<file path="config.mk">
export PLATFORM = sky130hd
export DESIGN_NAME = frame_desc_fetcher
export DESIGN_NICKNAME = d
export VERILOG_FILES = /design/src/rtl/fdf_pkg.sv /design/src/rtl/fdf_fifo.sv /design/src/rtl/fdf_burst_sizer.sv /design/src/rtl/fdf_seq.sv /design/src/rtl/frame_desc_fetcher.sv
export SDC_FILE = /design/constraint.sdc
export NUM_CORES = 2
export LEC_CHECK = 0
export BUFFER_PORTS_ARGS = -buffer_cell sky130_fd_sc_hd__buf_2
export CAP_MARGIN = 20
export CELL_PAD_IN_SITES_DETAIL_PLACEMENT = 1
export CELL_PAD_IN_SITES_GLOBAL_PLACEMENT = 1
export CORE_MARGIN = 5
export CORE_UTILIZATION = 58
export DETAILED_ROUTE_END_ITERATION = 6
export PLACE_DENSITY = 0.91
export SYNTH_ARGS = -nofsm -noshare
export SYNTH_HDL_FRONTEND = slang
export SYNTH_SLANG_ARGS = --single-unit
</file>
<file path="constraint.sdc">
create_clock -name clk -period 9.6 [get_ports clk]
set_clock_uncertainty 0.2 [all_clocks]
set_input_delay 1.92 -clock clk [delete_from_list [all_inputs] [get_ports clk]]
set_output_delay 1.92 -clock clk [all_outputs]
set_load 0.02 [all_outputs]
</file>
<file path="src/rtl/fdf_pkg.sv">
package fdf_pkg;

   typedef enum logic [2:0] {
      ST_IDLE,
      ST_DREQ,
      ST_DRSP,
      ST_BREQ,
      ST_BRSP,
      ST_DONE
   } fdf_state_e;

   localparam int unsigned CMD_PAL_BIT = 12;
   localparam int unsigned CMD_SOF_BIT = 15;
   localparam int unsigned CMD_EOF_BIT = 16;
   localparam int unsigned DESC_WORDS  = 4;
   localparam int unsigned MAX_BURST   = 16;

   function automatic logic [4:0] burst_words(input logic [1:0] sel);
      case (sel)
         2'd1:    return 5'd8;
         2'd2:    return 5'd16;
         default: return 5'd4;
      endcase
   endfunction

endpackage

</file>
<file path="src/rtl/fdf_fifo.sv">
module fdf_fifo #(
   parameter int unsigned WIDTH = 33,
   parameter int unsigned DEPTH = 32
) (
   input  logic                     clk,
   input  logic                     rst_n,
   input  logic                     push,
   input  logic [WIDTH-1:0]         din,
   input  logic                     pop,
   output logic [WIDTH-1:0]         dout,
   output logic                     empty,
   output logic                     full,
   output logic [$clog2(DEPTH):0]   level
);
   localparam int unsigned PW   = $clog2(DEPTH);
   localparam int unsigned LW   = PW + 1;
   localparam bit          POW2 = (DEPTH == (1 << PW));

   if (DEPTH < 16) begin : g_depth_chk
      $error("fdf_fifo: DEPTH must hold a 16-word burst");
   end

   logic [WIDTH-1:0] store [DEPTH];
   logic [PW-1:0]    wr_ptr, rd_ptr, wr_nxt, rd_nxt;
   logic             do_push, do_pop;

   assign do_push = push && !full;
   assign do_pop  = pop && !empty;

   if (POW2) begin : g_wrap_nat
      assign wr_nxt = wr_ptr + PW'(1);
      assign rd_nxt = rd_ptr + PW'(1);
   end else begin : g_wrap_cmp
      assign wr_nxt = (wr_ptr == PW'(DEPTH - 1)) ? '0 : wr_ptr + PW'(1);
      assign rd_nxt = (rd_ptr == PW'(DEPTH - 1)) ? '0 : rd_ptr + PW'(1);
   end

   always_ff @(posedge clk or negedge rst_n) begin
      if (!rst_n) begin
         wr_ptr <= '0;
         rd_ptr <= '0;
         level  <= '0;
      end else begin
         if (do_push) wr_ptr <= wr_nxt;
         if (do_pop)  rd_ptr <= rd_nxt;
         case ({do_push, do_pop})
            2'b10:   level <= level + LW'(1);
            2'b01:   level <= level - LW'(1);
            default: level <= level;
         endcase
      end
   end

   always_ff @(posedge clk) begin
      if (do_push) store[wr_ptr] <= din;
   end

   assign dout  = store[rd_ptr];
   assign empty = (level == '0);
   assign full  = (level == LW'(DEPTH));

   // the sequencer never pushes into a full FIFO
   p_no_overflow_r6: assert property (@(posedge clk) disable iff (!rst_n)
      push |-> !full);

   p_level_step_r6: assert property (@(posedge clk) disable iff (!rst_n)
      (push && !pop) |=> (level == $past(level) + LW'(1)));

endmodule

</file>
<file path="src/rtl/fdf_burst_sizer.sv">
module fdf_burst_sizer
   import fdf_pkg::*;
#(
   parameter int unsigned LEN_W = 12
) (
   input  logic [1:0]       burst_sel,
   input  logic [LEN_W-1:0] remaining,
   output logic [4:0]       full_words,
   output logic [4:0]       beat_words
);
   assign full_words = burst_words(burst_sel);

   if (LEN_W > 5) begin : g_wide
      assign beat_words = (remaining < LEN_W'(full_words)) ? remaining[4:0] : full_words;
   end else begin : g_narrow
      logic [4:0] rem5;
      assign rem5       = 5'(remaining);
      assign beat_words = (rem5 < full_words) ? rem5 : full_words;
   end

endmodule

</file>
<file path="src/rtl/fdf_seq.sv">
module fdf_seq
   import fdf_pkg::*;
#(
   parameter int unsigned AW         = 32,
   parameter int unsigned LEN_W      = 12,
   parameter int unsigned FIFO_DEPTH = 32
) (
   input  logic                           clk,
   input  logic                           rst_n,
   input  logic                           run_en,
   input  logic [AW-1:0]                  desc_ptr,
   input  logic [1:0]                     burst_sel,
   input  logic [$clog2(FIFO_DEPTH):0]    fifo_level,
   output logic                           req_valid,
   input  logic                           req_ready,
   output logic [AW-1:0]                  req_addr,
   output logic [4:0]                     req_len,
   input  logic                           rsp_valid,
   input  logic [31:0]                    rsp_data,
   output logic                           push_valid,
   output logic [32:0]                    push_data,
   output logic [31:0]                    frame_id,
   output logic                           irq_sof,
   output logic                           irq_eof,
   output logic                           busy
);
   localparam int unsigned LVL_W = $clog2(FIFO_DEPTH) + 1;

   if (AW < 8 || AW > 32) begin : g_aw_chk
      $error("fdf_seq: AW must be 8..32");
   end
   if (LEN_W < 1 || LEN_W > CMD_PAL_BIT) begin : g_len_chk
      $error("fdf_seq: LEN_W must stay below the flag bits");
   end

   fdf_state_e       state;
   logic [AW-1:0]    cur_desc, next_r, buf_r;
   logic [31:0]      id_r, cmd_r;
   logic [LEN_W-1:0] remaining;
   logic [4:0]       bleft, full_words, beat_words;
   logic [1:0]       dbeat;
   logic [LVL_W-1:0] free_words;
   logic             room, req_fire;

   fdf_burst_sizer #(.LEN_W(LEN_W)) u_sizer (
      .burst_sel  (burst_sel),
      .remaining  (remaining),
      .full_words (full_words),
      .beat_words (beat_words)
   );

   assign free_words = LVL_W'(FIFO_DEPTH) - fifo_level;
   assign room       = free_words >= LVL_W'(full_words);
   assign req_valid  = (state == ST_DREQ) || ((state == ST_BREQ) && room);
   assign req_addr   = (state == ST_DREQ) ? cur_desc : buf_r;
   assign req_len    = (state == ST_DREQ) ? 5'(DESC_WORDS) : beat_words;
   assign req_fire   = req_valid && req_ready;
   assign push_valid = (state == ST_BRSP) && rsp_valid;
   assign push_data  = {cmd_r[CMD_PAL_BIT], rsp_data};
   assign busy       = (state != ST_IDLE);

   always_ff @(posedge clk or negedge rst_n) begin
      if (!rst_n) begin
         state     <= ST_IDLE;
         cur_desc  <= '0;
         next_r    <= '0;
         buf_r     <= '0;
         id_r      <= '0;
         cmd_r     <= '0;
         remaining <= '0;
         bleft     <= '0;
         dbeat     <= '0;
         frame_id  <= '0;
         irq_sof   <= 1'b0;
         irq_eof   <= 1'b0;
      end else begin
         irq_sof <= 1'b0;
         irq_eof <= 1'b0;
         case (state)
            ST_IDLE: begin
               if (run_en) begin
                  cur_desc <= desc_ptr;
                  state    <= ST_DREQ;
               end
            end
            ST_DREQ: begin
               if (req_fire) begin
                  dbeat <= '0;
                  state <= ST_DRSP;
               end
            end
            ST_DRSP: begin
               if (rsp_valid) begin
                  dbeat <= dbeat + 2'd1;
                  case (dbeat)
                     2'd0: next_r <= rsp_data[AW-1:0];
                     2'd1: buf_r  <= rsp_data[AW-1:0];
                     2'd2: id_r   <= rsp_data;
                     default: begin
                        cmd_r     <= rsp_data;
                        remaining <= rsp_data[LEN_W-1:0];
                        frame_id  <= id_r;
                        irq_sof   <= rsp_data[CMD_SOF_BIT];
                        state     <= (rsp_data[LEN_W-1:0] == '0) ? ST_DONE : ST_BREQ;
                     end
                  endcase
               end
            end
            ST_BREQ: begin
               if (req_fire) begin
                  buf_r     <= buf_r + (AW'(beat_words) << 2);
                  remaining <= remaining - LEN_W'(beat_words);
                  bleft     <= beat_words;
                  state     <= ST_BRSP;
               end
            end
            ST_BRSP: begin
               if (rsp_valid) begin
                  bleft <= bleft - 5'd1;
                  if (bleft == 5'd1) begin
                     state <= (remaining == '0) ? ST_DONE : ST_BREQ;
                  end
               end
            end
            ST_DONE: begin
               irq_eof  <= cmd_r[CMD_EOF_BIT];
               cur_desc <= next_r;
               state    <= run_en ? ST_DREQ : ST_IDLE;
            end
            default: state <= ST_IDLE;
         endcase
      end
   end

   // a stalled request is held unchanged
   p_req_hold_r5: assert property (@(posedge clk) disable iff (!rst_n)
      (req_valid && !req_ready) |=> (req_valid && $stable(req_addr) && $stable(req_len)));

   // request length is never zero and never above the largest burst
   p_req_len_r4: assert property (@(posedge clk) disable iff (!rst_n)
      req_valid |-> (req_len != 5'd0 && req_len <= 5'(MAX_BURST)));

   // start-of-frame is a single-cycle pulse
   p_sof_single_r8: assert property (@(posedge clk) disable iff (!rst_n)
      irq_sof |=> !irq_sof);

   // finishing a frame with the enable low parks the engine
   p_stop_r11: assert property (@(posedge clk) disable iff (!rst_n)
      (state == ST_DONE && !run_en) |=> (!busy && !req_valid));

endmodule

</file>
<file path="src/rtl/frame_desc_fetcher.sv">
module frame_desc_fetcher #(
   parameter int unsigned AW           = 32,
   parameter int unsigned LEN_W        = 12,
   parameter int unsigned FIFO_DEPTH   = 32,
   parameter bit          UFL_MASKABLE = 1'b1
) (
   input  logic          clk,
   input  logic          rst_n,
   input  logic          run_en,
   input  logic [AW-1:0] desc_ptr,
   input  logic [1:0]    burst_sel,
   input  logic          ufl_mask,
   output logic          rd_req_valid,
   input  logic          rd_req_ready,
   output logic [AW-1:0] rd_req_addr,
   output logic [4:0]    rd_req_len,
   input  logic          rd_rsp_valid,
   input  logic [31:0]   rd_rsp_data,
   input  logic          pix_pop,
   output logic          pix_valid,
   output logic [31:0]   pix_data,
   output logic          pix_pal,
   output logic [31:0]   cur_frame_id,
   output logic          irq_sof,
   output logic          irq_eof,
   output logic          ufl_flag,
   output logic          irq_ufl,
   output logic          busy
);
   localparam int unsigned LVL_W = $clog2(FIFO_DEPTH) + 1;

   logic             push_valid;
   logic [32:0]      push_data, head;
   logic             fifo_empty, fifo_full;
   logic [LVL_W-1:0] fifo_level;
   logic             run_q, run_rise;

   fdf_seq #(.AW(AW), .LEN_W(LEN_W), .FIFO_DEPTH(FIFO_DEPTH)) u_seq (
      .clk        (clk),
      .rst_n      (rst_n),
      .run_en     (run_en),
      .desc_ptr   (desc_ptr),
      .burst_sel  (burst_sel),
      .fifo_level (fifo_level),
      .req_valid  (rd_req_valid),
      .req_ready  (rd_req_ready),
      .req_addr   (rd_req_addr),
      .req_len    (rd_req_len),
      .rsp_valid  (rd_rsp_valid),
      .rsp_data   (rd_rsp_data),
      .push_valid (push_valid),
      .push_data  (push_data),
      .frame_id   (cur_frame_id),
      .irq_sof    (irq_sof),
      .irq_eof    (irq_eof),
      .busy       (busy)
   );

   fdf_fifo #(.WIDTH(33), .DEPTH(FIFO_DEPTH)) u_fifo (
      .clk   (clk),
      .rst_n (rst_n),
      .push  (push_valid),
      .din   (push_data),
      .pop   (pix_pop),
      .dout  (head),
      .empty (fifo_empty),
      .full  (fifo_full),
      .level (fifo_level)
   );

   assign pix_valid = !fifo_empty;
   assign pix_data  = head[31:0];
   assign pix_pal   = head[32];
   assign run_rise  = run_en && !run_q;

   always_ff @(posedge clk or negedge rst_n) begin
      if (!rst_n) begin
         run_q    <= 1'b0;
         ufl_flag <= 1'b0;
      end else begin
         run_q <= run_en;
         if (run_rise)                 ufl_flag <= 1'b0;
         else if (pix_pop && fifo_empty) ufl_flag <= 1'b1;
      end
   end

   if (UFL_MASKABLE) begin : g_ufl_mask
      assign irq_ufl = ufl_flag && !ufl_mask;
   end else begin : g_ufl_raw
      assign irq_ufl = ufl_flag;
   end

   // a pop on an empty FIFO is recorded
   p_ufl_set_r12: assert property (@(posedge clk) disable iff (!rst_n)
      (pix_pop && !pix_valid && !run_rise) |=> ufl_flag);

   // no push arrives while the FIFO is full
   p_push_room_r6: assert property (@(posedge clk) disable iff (!rst_n)
      push_valid |-> !fifo_full);

endmodule

</file>
* Word level (Yosys, flattened, before mapping)
Memory sizes are Yosys's and may differ from the RTL's. Index checks and enable logic that the tools add are counted.
Storage, ports and cells: logic and storage cells 126, memory bits (writable) 1056, latch bits 0, flip-flop bits (word level) 219, memories kept 1, output and inout port bits 109, memory bits (read-only) 0, bits of input ports 73
Cells by class: equal/unequal tests 21, div/mod/pow operators 0, muxes and demuxes 40, bitwise gates (word level) 1, shift-type cells 0, $mul 0, reductions and logical operators 35, $lt $le $gt $ge 2, add/sub/neg operators 9
Memories:
- u_fifo.store | words 32, bits a word 33, read ports 1, clocked after Yosys merged registers in 0, write ports 1, line fdf_fifo.sv:23 | logic [WIDTH-1:0] store [DEPTH];
Operator list (number):
- 32-bit 2-to-1 mux | 5
- 32-bit case mux with 2 select lines | 2
- 12-bit 2-to-1 mux | 3
- 32-bit by 7-bit adder with 32-bit output | 1
- 3-bit 2-to-1 mux | 9
- 12-bit zero test | 2
- 12-bit case mux with 2 select lines | 1
- 5-bit 2-to-1 mux | 4
- 5-bit case mux with 2 select lines | 2
- 3-bit case mux with 6 select lines | 1
- 3-bit AND reduction | 5
- 12-bit by 5-bit less-than comparator with 1-bit output | 1
- 6-bit case mux with 2 select lines | 1
- 2-bit nonzero test | 6
- 12-bit by 5-bit subtractor with 12-bit output | 1
- 5-bit by 1-bit adder with 5-bit output (second input constant) | 2
- 2-bit inequality test (second input constant) | 5
- 1-bit 2-to-1 mux | 9
- 1-bit logical AND | 8
- 4-bit AND reduction | 2
- 7-bit AND reduction | 1
- 6-bit by 1-bit adder with 6-bit output (second input constant) | 1
- 2-bit by 1-bit equality test with 1-bit output (second input constant) | 3
- 2-bit equality test (second input constant) | 3
- other kinds (22) | 30

* Longest topological paths before layout
depth in word-level cells 8, mapped depth 18, mapped depth without buffers 16

* By module
A second synthesis with hierarchy kept.
Unflattened totals: cell total of the unflattened synthesis 2799, area total of the unflattened synthesis 50996.4 um2
By module, submodules not included:
- fdf_fifo | area each 41004.3 um2, instances 1, sequential area each 32110.8 um2, cells an instance 1863
- fdf_seq | area each 9723.1 um2, instances 1, sequential area each 4654.5 um2, cells an instance 906
- fdf_burst_sizer | area each 191.4 um2, instances 1, sequential area each 0.0 um2, cells an instance 23
- frame_desc_fetcher | area each 77.6 um2, instances 1, sequential area each 50.0 um2, cells an instance 7

* Least setup slack after synthesis
OpenSTA, ideal clock, no wires.
path kind input to output, from input port burst_sel[0], to output port rd_req_valid, setup slack 3.884 ns, required time 7.480 ns, cell stages on the path 6, buffers on the path 0, arrival 3.596 ns, cell sequence inv_1 > ha_1 > ha_1 > or3b_2 > a22o_1 > a31oi_1
On the way: word-level cells in the longest chain between the ends 5, elaborated cells on any way between the ends 6, those cells by class order compare (1); eq/ne (2); mux (1); reduce/logical (2)
RTL lines:
- start, declared | line frame_desc_fetcher.sv:11 | input logic [1:0] burst_sel,
- 2-bit equality test / 2-bit by 1-bit equality test with 1-bit output (equally long branches) | line fdf_pkg.sv:19 | case (sel)
- 5-bit case mux with 2 select lines * | line fdf_pkg.sv:19
- 6-bit by 5-bit >= comparator with 1-bit output * | line fdf_seq.sv:53 | assign room = free_words >= LVL_W'(full_words);
- 1-bit logical AND * | line fdf_seq.sv:54 | assign req_valid = (state == ST_DREQ) || ((state == ST_BREQ) && room);
- 1-bit logical OR * | line fdf_seq.sv:54
- end, declared | line frame_desc_fetcher.sv:13 | output logic rd_req_valid,
Mark *: on every way between the ends. The rest lies on a longest branch, timed or not.

* Worst setup path after layout
from register u_fifo.rd_ptr[1], to output port pix_data[14]
On the way: word-level cells in the longest chain between the ends 1
RTL lines:
- start, declared | line fdf_fifo.sv:24 | logic [PW-1:0] wr_ptr, rd_ptr, wr_nxt, rd_nxt;
- start signal, assigned | line fdf_fifo.sv:45 | if (do_pop) rd_ptr <= rd_nxt;
- memory 32 x 33 bit
- end, declared | line frame_desc_fetcher.sv:21 | output logic [31:0] pix_data,
Every way passes these cells.

==> reports/results.tsv <==
stage	metric	value	unit
drt	wl	160000	um
clocking	cts.sinks	1260	
sta	fin_crit_sh	0.677	
drt	drt-wirelength-per-cell	39.1	um
die	fp.coreArea	86800	um2
drt	ant_nets	0	
synth	synth_xor_area_frac	0.00311	
synth	synthAdderAreaFrac	0.00829	
synth	yosysMostFrequentCell	edfxtp_1	
grt	grt_antenna_before_repair	2	
finish	utilization	0.659	
pwr	p_leak	19.7	nW
synth	synth-edff-count	1056	
pwr	swShare	0.334	
grt	grt_pass1_wl	231000	um
critical_path	cp-end-kind	primary output	
grt	grt_max_degree	137	
synth	yosysSeqAreaShare	0.726	
clocking	cts_root_buffer	clkbuf_16	
sta	finalSetupViolCount	0	
clocking	clock_latency	0.73	ns
place	post_dp_cell_area	53200	um2
synth	synth-main-ff-cell	edfxtp_1	
critical_path	critPathMaxStageDelay	1.03	ns
synth	netlist_instances	2630	
die	die_area	93400	um2
die	initial_core_util	0.584	
pwr	seqPwrFrac	0.404	
sta	max-slew-margin-rel	0.184	
drt	drc	0	
sta	whs	0.263	ns
sta	period_needed	6.50	ns
clocking	cts_setup_buffers	0	
synth	synthMuxAreaShare	0.181	
critical_path	start_kind	flop	
clocking	cts_hold_buf	0	
synth	netlist.area_leader.share	0.625	
finish	fin_nets	2948	
place	dp_hpwl	82000	um
pwr	ir_drop	0.231	mV
sta	timing.final.ws_setup	3.10	ns
synth	ys_ff_latch	1260	
clocking	cts_buffers	120	
clocking	cts_tree	done	
synth	synth_async_sr_flop_share	0.162	
pwr	pwr-share-comb	0.311	
critical_path	crit_required	7.48	ns
pwr	switchingPower	5.71	mW
finish	areaGrowthSynthToFinish	12.8	%
clocking	cts_max_level	3	
critical_path	path_common_cell	mux4_2	
finish	fin_area	57200	um2
synth	yosysWarningCount	0	
finish	multi_input_area	13400	um2
sta	hold_violations	0	
pwr	powerDensity	300	nW/um2
critical_path	path_class	flop to primary output	
grt	grt_overflow_total	0	
drt	dr.first_iter.drc_count	4359	
drt	via_per_inst	7.21	
synth	netlist_area	50700	um2
place	place_worst_setup_slack	3.07	ns
finish	drive_gt1_frac	0.315	
finish	fillerInstances	7165	
die	ios	182	
synth	synth_common_cells	1,056 x edfxtp_1, 330 x mux4_2, 204 x dfrtp_1	
synth	ys_types	75	
outcome	outcome	complete, no violations	
critical_path	cp_max_fo	78	
drt	drt-pass1-iter-count	7	
finish	ff_latch_area	36800	um2
grt	grt_pass1_vias	30700	
critical_path	cp.arrival	4.38	ns
synth	ys_top_cells_by_area	edfxtp_1 63%, mux4_2 15%, dfrtp_1 10%, mux2_2 2.8%, nand2_1 1.5%	
sta	fin_setup_tns	0	ns
clocking	clk_path_buf_depth	3	
die	fp.dieH	306	um
min_path	worstHoldPathType	flop to flop	
pwr	p_int	11.4	mW
synth	syn-mean-instance-area	19.3	um2
synth	synth_top_cell_by_area	edfxtp_1	
critical_path	path_cells	buf_4 > mux4_2 > mux4_2 > mux2_2 > buf_2	
synth	synth_compound_area_frac	0.0317	
sta	fmax	154	MHz
drt	vias	29600	
synth	synth_top_family_by_area	multiplexers	
clocking	cts-resized-gates	0	
die	rows	108	
synth	synthesis.nets	2736	
critical_path	slowest_stage	dfrtp_4	
sta	tightest_slew	1.22	ns
sta	final-max-slew-violation-count	0	
die	die_x	306	um
grt	grt_usage	0.344	
place	portBuffers	181	
sta	rsz0062_at_grt	false	
synth	synth-simple-area-share	0.0352	
pwr	pwr-share-clk	0.285	
place	gp_congestion	0.869	
job	maxCapViolations	0	
clocking	clk_pin_slew	0.07	ns
[layout make-up]
class | count | area share
flip-flops and latches | 1260 | 0.644
multi-input cells | 1187 | 0.235
repair buffers | 237 | 0.0245
clock buffers | 147 | 0.0552
well taps | 1155 | 0.0253
clock inverters | 73 | 0.0135
inverters | 36 | 0.00236
diodes | 5 | 0.000219
[critical path: cells and delay by family, from the launching register on]
kind	cells	cell delay, ns
buf+inv	2	1.14
mux	3	1.30
flops	1	1.03
[kinds of logic (layout without fill, tap and decap cells)]
kind of cell,after synthesis,in the layout
AO/OA/AOI/OAI,246,246
XOR/XNOR,18,18
adder cells (fa/ha/maj),33,33
buffers and inverters,183,493
flip-flops,1260,1260
multiplexers,490,490
other,1,6
AND/OR/NAND/NOR,399,399
[metrics by stage]
stage	power, mW	std cells
global placement	11.8	3872
global route	17.7	4095
CTS	17.1	4093
finish	17.1	4100
floorplan	10.4	2630
detailed placement	12.1	3873
[state kept, by name, indices dropped and copies added, names as in the netlist, 2 cells and up]
register	flops
u_seq.remaining	12
u_fifo.wr_ptr	5
u_fifo.level	6
u_seq.bleft	5
u_seq.dbeat	2
u_fifo.rd_ptr	5
u_seq.buf_r	32
u_seq.cur_desc	32
u_seq.state	3
u_seq.frame_id	32
u_seq.cmd_r	2
u_seq.next_r	32
u_seq.id_r	32
u_fifo.store	1056
[final timing paths]
| kind | cells after the start | start | endpoint | slack [ns] |
|---|---|---|---|---|
| hold / removal | 2 | u_seq.id_r[1]$_DFFE_PN0P_ | u_seq.frame_id[1]$_DFFE_PN0P_ | 0.26 |
| setup reg to reg | 12 | u_seq.remaining[7]$_DFFE_PN0P_ | u_seq.buf_r[30]$_DFFE_PN0P_ | 4.27 |
| max in group asynchronous | 3 | rst_n | u_seq.next_r[25]$_DFFE_PN0P_ | 6.73 |
| setup / recovery | 5 | u_fifo.rd_ptr[1]$_DFFE_PN0P_ | pix_data[14] | 3.10 |
| hold reg to reg | 2 | u_seq.id_r[1]$_DFFE_PN0P_ | u_seq.frame_id[1]$_DFFE_PN0P_ | 0.26 |
| min in group asynchronous | 1 | rst_n | u_seq.next_r[6]$_DFFE_PN0P_ | 1.14 |
[per-layer routing]
metal / track usage / vias up / wire length [um]
met2: 0.567 / 2682 / 79700
met1: 0.459 / 15400 / 54600
li1: - / 11000 / -
met4: 0.135 / 2 / 8080
met5: 0 / - / 13
met3: 0.0711 / 464 / 18000
[layout by cell type (no fill, tap or decap), types with 19 or more instances in the layout]
cell / instances
a21oi_1: 44
buf_2: 180
buf_4: 51
clkbuf_1: 23
clkbuf_16: 121
dfrtp_1: 199
edfxtp_1: 1056
ha_1: 32
inv_1: 36
mux2_2: 126
mux2i_1: 34
mux4_2: 330
nand2_1: 201
nor2_1: 54
nor2_4: 33
nor3_1: 19
o21ai_0: 79
[power by group through the flow]
stage          Sequential [mW]  Combinational, mW  Clock (mW)
2_1_floorplan             6.66               3.79           0
3_3_place_gp              6.91               4.91           0
3_5_place_dp              6.97               5.14           0
4_1_cts                   6.89               5.31        4.90
5_1_grt                   6.94               5.58        5.21
6_report                  6.91               5.33        4.89
Power figures use the tool's default switching activity.
